[config.mk]
export PLATFORM = sky130hd
export DESIGN_NAME = uart_rx_addr
export DESIGN_NICKNAME = d
export VERILOG_FILES = /design/src/rtl/uart_rx_pkg.sv /design/src/rtl/rx_line_sync.sv /design/src/rtl/rx_baud_tick.sv /design/src/rtl/rx_frame_fsm.sv /design/src/rtl/rx_word_fifo.sv /design/src/rtl/uart_rx_addr.sv
export SDC_FILE = /design/constraint.sdc
export NUM_CORES = 1
export LEC_CHECK = 0
export BUFFER_PORTS_ARGS = -buffer_cell sky130_fd_sc_hd__buf_2
export CORE_AREA = 2 2 67 133
export CTS_BUF_LIST = sky130_fd_sc_hd__clkbuf_4 sky130_fd_sc_hd__clkbuf_8
export DETAILED_ROUTE_END_ITERATION = 6
export DIE_AREA = 0 0 69 135
export PLACE_DENSITY = 0.95
export SLEW_MARGIN = 20
export SYNTH_ARGS = -nofsm -noshare
export SYNTH_HDL_FRONTEND = slang
export SYNTH_SLANG_ARGS = --single-unit
export TNS_END_PERCENT = 30
[constraint.sdc]
create_clock -name clk -period 4.5 [get_ports clk]
set_clock_uncertainty 0.1 [all_clocks]
set_input_delay 0.9 -clock clk [delete_from_list [all_inputs] [get_ports clk]]
set_output_delay 0.9 -clock clk [all_outputs]
set_load 0.02 [all_outputs]
[src/rtl/uart_rx_pkg.sv]
package uart_rx_pkg;

    typedef enum logic [2:0] {
        ST_IDLE,
        ST_START,
        ST_DATA,
        ST_PARITY,
        ST_STOP1,
        ST_STOP2
    } rx_state_e;

    typedef struct packed {
        logic [8:0] data;
        logic       perr;
        logic       ferr;
    } rx_word_t;

    localparam logic [1:0] PAR_NONE = 2'b00;
    localparam logic [1:0] PAR_EVEN = 2'b01;
    localparam logic [1:0] PAR_ODD  = 2'b10;

endpackage

[src/rtl/rx_line_sync.sv]
module rx_line_sync #(
    parameter int STAGES = 2
) (
    input  logic clk,
    input  logic rst_n,
    input  logic rx_i,
    input  logic lb_i,
    input  logic lb_en,
    output logic line_o
);
    logic [STAGES-1:0] sync_q;
    logic              raw;

    assign raw = lb_en ? lb_i : rx_i;

    always_ff @(posedge clk or negedge rst_n) begin
        if (!rst_n) sync_q <= '1;
        else        sync_q <= {sync_q[STAGES-2:0], raw};
    end

    assign line_o = sync_q[STAGES-1];
endmodule

[src/rtl/rx_baud_tick.sv]
module rx_baud_tick #(
    parameter int DIV_W = 16
) (
    input  logic             clk,
    input  logic             rst_n,
    input  logic [DIV_W-1:0] div,
    output logic             tick
);
    logic [DIV_W-1:0] cnt_q;

    assign tick = (cnt_q >= div);

    always_ff @(posedge clk or negedge rst_n) begin
        if (!rst_n)    cnt_q <= '0;
        else if (tick) cnt_q <= '0;
        else           cnt_q <= cnt_q + 1'b1;
    end
endmodule

[src/rtl/rx_frame_fsm.sv]
module rx_frame_fsm
    import uart_rx_pkg::*;
(
    input  logic       clk,
    input  logic       rst_n,
    input  logic       tick,
    input  logic       line,
    input  logic       hold,
    input  logic       cfg_nine_bit,
    input  logic [1:0] cfg_parity,
    input  logic       cfg_two_stop,
    input  logic       cfg_quad,
    input  logic       cfg_addr_en,
    output logic       word_vld,
    output rx_word_t   word
);
    rx_state_e  state_q, state_d;
    logic [3:0] cnt_q, cnt_d;
    logic [3:0] idx_q, idx_d;
    logic [8:0] data_q, data_d;
    logic       par_q, par_d;
    logic [3:0] os_last, half_last, bit_last;
    logic       par_on, at_centre, exp_par;

    assign os_last   = cfg_quad ? 4'd3 : 4'd15;
    assign half_last = cfg_quad ? 4'd1 : 4'd7;
    assign bit_last  = cfg_nine_bit ? 4'd8 : 4'd7;
    assign par_on    = !cfg_nine_bit && (cfg_parity != PAR_NONE);
    assign at_centre = tick && (cnt_q == os_last);

    // state register
    always_ff @(posedge clk or negedge rst_n) begin
        if (!rst_n) begin
            state_q <= ST_IDLE;
            cnt_q   <= '0;
            idx_q   <= '0;
            data_q  <= '0;
            par_q   <= 1'b0;
        end else begin
            state_q <= state_d;
            cnt_q   <= cnt_d;
            idx_q   <= idx_d;
            data_q  <= data_d;
            par_q   <= par_d;
        end
    end

    // next-state logic
    always_comb begin
        state_d = state_q;
        cnt_d   = cnt_q;
        idx_d   = idx_q;
        data_d  = data_q;
        par_d   = par_q;
        unique case (state_q)
            ST_IDLE: begin
                if (tick && !hold && !line) begin
                    state_d = ST_START;
                    cnt_d   = '0;
                end
            end
            ST_START: begin
                if (tick) begin
                    if (cnt_q == half_last) begin
                        cnt_d  = '0;
                        idx_d  = '0;
                        data_d = '0;
                        state_d = line ? ST_IDLE : ST_DATA;
                    end else begin
                        cnt_d = cnt_q + 1'b1;
                    end
                end
            end
            ST_DATA: begin
                if (at_centre) begin
                    cnt_d = '0;
                    data_d[idx_q] = line;
                    if (idx_q == bit_last) state_d = par_on ? ST_PARITY : ST_STOP1;
                    else                   idx_d = idx_q + 1'b1;
                end else if (tick) begin
                    cnt_d = cnt_q + 1'b1;
                end
            end
            ST_PARITY: begin
                if (at_centre) begin
                    cnt_d   = '0;
                    par_d   = line;
                    state_d = ST_STOP1;
                end else if (tick) begin
                    cnt_d = cnt_q + 1'b1;
                end
            end
            ST_STOP1: begin
                if (at_centre) begin
                    cnt_d   = '0;
                    state_d = cfg_two_stop ? ST_STOP2 : ST_IDLE;
                end else if (tick) begin
                    cnt_d = cnt_q + 1'b1;
                end
            end
            ST_STOP2: begin
                if (at_centre)   state_d = ST_IDLE;
                else if (tick)   cnt_d = cnt_q + 1'b1;
            end
            default: state_d = ST_IDLE;
        endcase
    end

    // outputs
    always_comb begin
        exp_par    = (^data_q[7:0]) ^ (cfg_parity == PAR_ODD);
        word.data  = {cfg_nine_bit & data_q[8], data_q[7:0]};
        word.perr  = par_on && (par_q != exp_par);
        word.ferr  = !line;
        word_vld   = (state_q == ST_STOP1) && at_centre &&
                     !(cfg_nine_bit && cfg_addr_en && !data_q[8]);
    end
endmodule

[src/rtl/rx_word_fifo.sv]
module rx_word_fifo #(
    parameter int DEPTH = 4,
    parameter int W     = 11
) (
    input  logic                       clk,
    input  logic                       rst_n,
    input  logic                       push,
    input  logic [W-1:0]               din,
    input  logic                       pop,
    output logic [W-1:0]               dout,
    output logic [$clog2(DEPTH+1)-1:0] count,
    output logic                       full
);
    localparam int PW = (DEPTH > 1) ? $clog2(DEPTH) : 1;
    localparam int CW = $clog2(DEPTH+1);

    logic [W-1:0]  mem_q [DEPTH];
    logic [PW-1:0] wp_q, rp_q;
    logic [CW-1:0] cnt_q;
    logic          do_push, do_pop;

    assign full    = (cnt_q == CW'(DEPTH));
    assign do_push = push && !full;
    assign do_pop  = pop && (cnt_q != '0);
    assign dout    = mem_q[rp_q];
    assign count   = cnt_q;

    always_ff @(posedge clk or negedge rst_n) begin
        if (!rst_n) begin
            wp_q  <= '0;
            rp_q  <= '0;
            cnt_q <= '0;
            for (int i = 0; i < DEPTH; i++) mem_q[i] <= '0;
        end else begin
            if (do_push) begin
                mem_q[wp_q] <= din;
                wp_q <= (wp_q == PW'(DEPTH-1)) ? '0 : wp_q + 1'b1;
            end
            if (do_pop) rp_q <= (rp_q == PW'(DEPTH-1)) ? '0 : rp_q + 1'b1;
            cnt_q <= cnt_q + CW'(do_push) - CW'(do_pop);
        end
    end
endmodule

[src/rtl/uart_rx_addr.sv]
module uart_rx_addr
    import uart_rx_pkg::*;
#(
    parameter int DIV_W     = 16,
    parameter int DEPTH     = 4,
    parameter int RTS_LEVEL = 3
) (
    input  logic             clk,
    input  logic             rst_n,
    input  logic             rx_i,
    input  logic             lb_tx_i,
    input  logic             cfg_loopback,
    input  logic             cfg_nine_bit,
    input  logic [1:0]       cfg_parity,
    input  logic             cfg_two_stop,
    input  logic             cfg_quad,
    input  logic [DIV_W-1:0] cfg_div,
    input  logic             cfg_addr_en,
    input  logic             rd_en,
    input  logic             ovf_clr,
    output logic [8:0]       rd_data,
    output logic             rd_perr,
    output logic             rd_ferr,
    output logic             not_empty,
    output logic             overrun,
    output logic             rts_ready
);
    localparam int WW = $bits(rx_word_t);
    localparam int CW = $clog2(DEPTH+1);

    logic          line, tick, word_vld, q_full, ovf_q;
    rx_word_t      word, head;
    logic [CW-1:0] q_count;

    rx_line_sync u_sync (
        .clk(clk), .rst_n(rst_n), .rx_i(rx_i), .lb_i(lb_tx_i),
        .lb_en(cfg_loopback), .line_o(line)
    );

    rx_baud_tick #(.DIV_W(DIV_W)) u_tick (
        .clk(clk), .rst_n(rst_n), .div(cfg_div), .tick(tick)
    );

    rx_frame_fsm u_fsm (
        .clk(clk), .rst_n(rst_n), .tick(tick), .line(line), .hold(ovf_q),
        .cfg_nine_bit(cfg_nine_bit), .cfg_parity(cfg_parity),
        .cfg_two_stop(cfg_two_stop), .cfg_quad(cfg_quad),
        .cfg_addr_en(cfg_addr_en), .word_vld(word_vld), .word(word)
    );

    rx_word_fifo #(.DEPTH(DEPTH), .W(WW)) u_fifo (
        .clk(clk), .rst_n(rst_n), .push(word_vld), .din(word),
        .pop(rd_en), .dout(head), .count(q_count), .full(q_full)
    );

    always_ff @(posedge clk or negedge rst_n) begin
        if (!rst_n)                ovf_q <= 1'b0;
        else if (word_vld && q_full) ovf_q <= 1'b1;
        else if (ovf_clr)          ovf_q <= 1'b0;
    end

    assign rd_data   = head.data;
    assign rd_perr   = head.perr;
    assign rd_ferr   = head.ferr;
    assign not_empty = (q_count != '0);
    assign overrun   = ovf_q;
    assign rts_ready = (q_count < CW'(RTS_LEVEL));
endmodule

==> impl_metrics.ini, run 1 <==
[power_and_ir_drop]
power_switching_w = 0.0008268
netSwitchingFraction_pct = 36.20
seq_power_share_pct = 48.7
p_clk_share_pct = 25.2
power_density_nw_per_um2 = 393.1
ir_drop_uv = 262.7
finalPower_w = 0.002284
pwr-share-comb_pct = 26.0
p_int_w = 0.001457
leakage_nw = 2.940

[synth]
synth_top_cell_area_share_pct = 41.89
syn-instance-count = 480
yosysSeqAreaShare_pct = 42.88
synth_nets = 540
yosysTopAreaCell = dfrtp_1
synthesis.area_um2 = 5316
synth_edf_count = 0
ys_types = 61
synthArstFlopShare_pct = 100.0
synth_flop_cell = dfrtp_1
synth_area_leaders = dfrtp_1 (42%), mux2_4 (10%), ha_1 (7.1%)
synth-seq-cells = 91
synth.avg_cell_area_um2 = 11.08
yosysWarnings = 0

[placed_design]
dpl_cell_area_um2 = 5602
dpl.hpwl_um = 8556
port_buffers = 42
place_congestion = 0.9260

[cts]
cts_num_sinks = 91
clock_latency_ns = 0.37
numCtsBuffers = 9
clkTransAtPathRegs_ns = 0.09
cts_buffer_depth = 2
cts_max_level = 3
clockRootBuffer = clkbuf_8
post_cts_buffers = 0
ctsResizeCount = 0
cts_tree = done
cts_hold_buffers = 0

[critical_path]
critPathTopFamily = adder cells
slowest_delay_ns = 0.63
slowest_stage = a311oi_4
worst_r2r_endpoint = u_fifo.count[1]
startpoint = cfg_div[15]
path_max_fanout = 9
cp.required_ns = 4.67
endpoint_kind = flip-flop
r2r_cells = 9
path_common_cell = inv_1
start_kind = input port
arrival_ns = 3.61
worstReg2RegStart = u_tick.cnt_q[13]
cp_cell_sequence = buf_2, inv_1, ha_1, nand4_1, nor4_2, o2111ai_2, a311oi_4, ha_1, inv_1, fa_1, inv_1
crit_type = input port to flip-flop
cp_num_buf_inv = 4
ff2ff_setup_slack_ns = 1.25

[global_route]
grt_overflow = 0
antenna_found_initial = 0
grt_util_all_layers_pct = 26.99
grt_max_degree = 92
first_global_vias = 4209
grt_pass1_wl_um = 20040

[outcome]
outcome = completed

[drt]
drtPass1Iterations = 5
viasPerCell = 6.226
antenna_left = 0
post_drt_wl_per_cell_um = 18.71
drt_wl_total_um = 11690
drc_errors = 0
vias = 3891
drt-initial-drc-count = 270

[timing]
grt_setup_unrepaired = false
max_freq_mhz = 290.8
max_slew_margin_pct = 45.10
min_period_ns = 3.439
worst_hold_slack_ns = 0.2596
tightest_slew_ns = 0.8235
hold_violations = 0
slew_violations = 0
setup-violations-final = 0
fin_tns_setup_ns = 0
timing.final.crit_share_pct = 76.42

[cells_and_area]
post-route-cell-area_um2 = 5809
fillers = 592
layout-drive-gt1-share_pct = 24.86
n_antenna_cell = 0
syn_to_final_growth_pct = 9.273
fin_nets = 582
multiInputGateArea_um2 = 2796
final_util_pct = 70.56
regArea_um2 = 2280

[min_path]
holdPathEnd = u_sync.sync_q[1]
hp-start = u_sync.sync_q[0]
hold_path_class = flip-flop to flip-flop
holdPathStages = 0

[floorplan]
die_area_um2 = 9315
die_y_um = 135
fp.dieW_um = 69
core_um2 = 8233
io_pins = 43
start_util_pct = 64.57
fp-row-count = 47

[flow_run]
drv_cap = 0
-- power by group through the flow --
stage          logic (W)  clock network [W]  registers (W)
3_5_place_dp    0.000594                  0        0.00112
3_3_place_gp    0.000549                  0        0.00111
4_1_cts         0.000598           0.000576        0.00111
2_1_floorplan   0.000499                  0        0.00102
6_report        0.000594           0.000577        0.00111
5_1_grt         0.000668           0.000611        0.00114
-- stage by stage --
step | instances | worst slack [ns]
6_report | 625 | 1.061
5_1_grt | 625 | 0.8386
4_1_cts | 625 | 1.062
3_5_place_dp | 609 | 0.6599
3_3_place_gp | 609 | 0.8240
2_1_floorplan | 480 | 1.071
-- state kept, by name, summed over array words and instances (netlist names), 3 cells and up --
signal and count:
u_fifo.mem_q 44, u_tick.cnt_q 16, u_fsm.data_q 9, u_fsm.cnt_q 4, u_fsm.idx_q 4, u_fifo.count 3, u_fsm.state_q 3
-- metal layers --
metal	up-vias	track usage (%)	routed length (um)
li1	1794	-	-
met1	1935	28.34	4145
met2	116	51.66	6693
met3	46	3.507	360
met4	0	13.29	493
met5	-	0	0
-- worst register-to-register path, delay by kind of cell (launching register included) --
family / cells / cell delay, ns
AOI/OAI and AO/OA: 2 / 0.93
buffers and inverters: 2 / 0.11
adders and majority gates: 3 / 1.06
and+or+nand+nor: 2 / 0.52
DFF: 1 / 0.43
-- Yosys cell counts (all sizes together), types with 2 or more instances --
| library cell | count |
|---|---|
| a21o | 3 |
| a21oi | 14 |
| a22o | 7 |
| a22oi | 3 |
| a311oi | 2 |
| a31o | 2 |
| a31oi | 4 |
| a32o | 2 |
| and2 | 2 |
| and3 | 8 |
| and3b | 3 |
| and4 | 2 |
| buf | 7 |
| clkbuf | 10 |
| dfrtp | 89 |
| dfstp | 2 |
| ha | 30 |
| inv | 39 |
| mux2 | 44 |
| mux2i | 6 |
| mux4 | 11 |
| nand2 | 50 |
| nand2b | 4 |
| nand3 | 10 |
| nand4 | 9 |
| nor2 | 35 |
| nor2b | 4 |
| nor3 | 7 |
| nor3b | 2 |
| nor4 | 2 |
| o2111ai | 3 |
| o211ai | 4 |
| o21a | 2 |
| o21ai | 12 |
| o2bb2ai | 4 |
| o31a | 2 |
| or3 | 4 |
| xnor2 | 11 |
| xor2 | 11 |
-- worst max path at each step --
stage,end,slack (ns),depth (start not counted)
2_1_floorplan,u_fifo.count[2],1.07,10
3_3_place_gp,u_fifo.count[1],0.82,11
3_5_place_dp,u_fifo.count[1],0.66,11
4_1_cts,u_fifo.count[1],1.06,11
5_1_grt,u_fifo.count[1],0.84,11
6_report,u_fifo.count[1],1.06,11
-- area by class of cell --
class | instances | area share [%]
sequential | 91 | 39.24
clock buffer | 9 | 2.132
timing repair buffer | 48 | 4.501
tap | 98 | 2.111
multi-input combinational | 332 | 48.14
clock inverter | 7 | 1.292
inverter | 40 | 2.585
-- logic make-up after synthesis --
family	after synthesis	share of synthesized area, %
buf+inv	57	4.613
mux	61	17.65
simple gates	145	13.37
flops	91	42.88
fa+ha+maj	31	7.437
xor+xnor	23	4.048
compound gates	72	10.00
-- layout by cell type, fill, tap and decap left out, types with 9 or more instances in the layout --
| master | synthesis | routed |
|---|---|---|
| dfrtp_1 | 89 | 89 |
| nand2_1 | 46 | 46 |
| buf_2 | 1 | 41 |
| inv_1 | 39 | 39 |
| mux2_4 | 36 | 36 |
| nor2_1 | 35 | 35 |
| ha_1 | 30 | 30 |
| a21oi_1 | 14 | 14 |
| mux4_2 | 11 | 11 |
| xor2_1 | 11 | 11 |
| xnor2_1 | 11 | 11 |
| o21ai_0 | 10 | 10 |
| nand3_1 | 10 | 10 |
| nand4_1 | 9 | 9 |
| clkbuf_8 | 0 | 9 |
(Power assumes the default switching activity.)
==> run 2, diff against run 1 <==
- CORE_AREA: 2 2 67 133 -> 2 2 69 136
- DIE_AREA: 0 0 69 135 -> 0 0 71 138
- PLACE_DENSITY: 0.95 -> 0.92
- clock period: 4.5 -> 3.5 ns (I/O delays scaled with it)
==> run 2 against run 1 <==
Compared with the run above:
- worst hold slack better by 0.0012 ns
- final cell count up 1.4%
- non-clock buffer count up 5
- first-iteration DRC count fell by 13%
- utilization shrank 5.0 points
- via count is 0.31% higher
- sequential share of layout area fell by 0.11 points
- setup slack worse by 0.50 ns
- critical path depth decreased by 3
- combinational power grew 27%
- sequential cell count unchanged
- critical endpoint is now u_fifo.mem_q[13]
- largest cell class unchanged
- highest routed layer unchanged
==> impl_metrics.ini, run 2 (synthesized netlist as in run 1, its figures left out) <==
[outcome]
outcome = completed

[floorplan]
die_area_um2 = 9798
io_pins = 43
start_util_pct = 59.80
core_um2 = 8890
fp.dieW_um = 71
die_y_um = 138
fp-row-count = 49

[critical_path]
start_kind = flip-flop
slowest_stage = dfrtp_1
arrival_ns = 3.09
critPathTopFamily = simple AND/OR/NAND/NOR gates
worst_r2r_endpoint = u_fifo.mem_q[13]
slowest_delay_ns = 0.44
cp.required_ns = 3.65
r2r_cells = 8
path_max_fanout = 11
crit_type = flip-flop to flip-flop
cp_cell_sequence = ha_1, nand4_1, nor4_2, o2111ai_2, a311oi_4, buf_4, nand2_2, mux2_4
endpoint_kind = flip-flop
ff2ff_setup_slack_ns = 0.56
cp_num_buf_inv = 1
worstReg2RegStart = u_tick.cnt_q[13]

[timing]
setup_slack_ns = 0.5593
slew_violations = 0
tightest_slew_ns = 0.8138
setup-violations-final = 0
worst_hold_slack_ns = 0.2608
max_freq_mhz = 340.1
grt_setup_unrepaired = false
timing.final.crit_share_pct = 84.02
hold_violations = 0
max_slew_margin_pct = 45.75
fin_tns_setup_ns = 0
min_period_ns = 2.941

[cts]
clkTransAtPathRegs_ns = 0.09
clock_latency_ns = 0.37
cts_tree = done
numCtsBuffers = 9
cts_hold_buffers = 0
cts_num_sinks = 91
post_cts_buffers = 0
cts_max_level = 3
cts_buffer_depth = 2
clockRootBuffer = clkbuf_8
ctsResizeCount = 0

[global_route]
grt_max_degree = 60
grt_util_all_layers_pct = 24.91
first_global_vias = 4131
antenna_found_initial = 0
grt_pass1_wl_um = 19550
grt_overflow = 0

[min_path]
hold_path_class = flip-flop to flip-flop
holdPathStages = 0
hp-start = u_sync.sync_q[0]
holdPathEnd = u_sync.sync_q[1]

[placed_design]
place_congestion = 0.8854
dpl.hpwl_um = 8692
dpl_worst_slack_ns = 0.1917
port_buffers = 42

[drt]
vias = 3903
antenna_left = 0
viasPerCell = 6.156
drt_wl_total_um = 11520
drc_errors = 0
post_drt_wl_per_cell_um = 18.17
drtPass1Iterations = 5
drt-initial-drc-count = 236

[cells_and_area]
fin_nets = 587
syn_to_final_growth_pct = 9.579
final_cell_mix = dfrtp_1 (89), nand2_1 (46), buf_2 (41)
n_antenna_cell = 0
layout-drive-gt1-share_pct = 25.38
largest_register = u_fifo.mem_q
final_util_pct = 65.53
final_common_cell = dfrtp_1
largest_register_ffs = 44
top_regs = u_fifo.mem_q: 44 flops, u_tick.cnt_q: 16 flops, u_fsm.data_q: 9 flops

[power_and_ir_drop]
ir_drop_uv = 368.1
power_density_nw_per_um2 = 489.7
leakage_nw = 2.956
finalPower_w = 0.002853

[flow_run]
drv_cap = 0
-- run 2: cell count changes in the layout (fill, tap and decap cells not counted), sizes merged --
cell and change:
clkinv -1, clkbuf +2, buf +5, bufinv -1
-- run 2: final cells by class --
cell class              count  area [um^2]
well taps                 102        127.6
flip-flops and latches     91         2280
clock buffers              11        145.1
multi-input cells         332         2791
inverters                  40        150.1
repair buffers             53        295.3
clock inverters             5        36.28
fillers                   621         3064
-- run 2: per-stage QoR --
step           instances  area, um^2
2_1_floorplan        480        5316
6_report             634        5826
3_5_place_dp         618        5644
5_1_grt              634        5826
3_3_place_gp         618        5644
4_1_cts              634        5826
-- run 2: routing by layer --
metal,vias to the layer above,wire [um],GRT usage (%)
li1,1792,-,-
met1,1953,4184,26.76
met2,121,6566,46.38
met3,37,342,3.717
met4,0,427,11.32
met5,-,0,0
-- run 2: power breakdown --
part | internal (W) | switching (W) | total, W
sequential | 0.00118 | 0.000249 | 0.00143
clock | 0.000290 | 0.000379 | 0.000669
combinational | 0.000358 | 0.000399 | 0.000757
-- run 2: worst register-to-register path, delay by kind of cell (launching register included) --
kind	cells	cell delay (ns)
simple gates	3	0.83
flops	1	0.44
buf+inv	1	0.21
compound gates	2	0.53
fa+ha+maj	1	0.33
mux	1	0.40
-- run 2: how the worst max path moves through the flow --
stage                           from  cells after the start  slack [ns]          endpoint
floorplan                cfg_div[15]                     10        0.27   u_fifo.count[2]
global placement         cfg_div[15]                     10        0.30  u_fifo.mem_q[14]
detailed placement       cfg_div[13]                     10        0.19  u_fifo.mem_q[13]
CTS                 u_tick.cnt_q[13]                      8        0.54  u_fifo.mem_q[13]
global route        u_tick.cnt_q[13]                      8        0.41  u_fifo.mem_q[14]
finish              u_tick.cnt_q[13]                      8        0.56  u_fifo.mem_q[13]
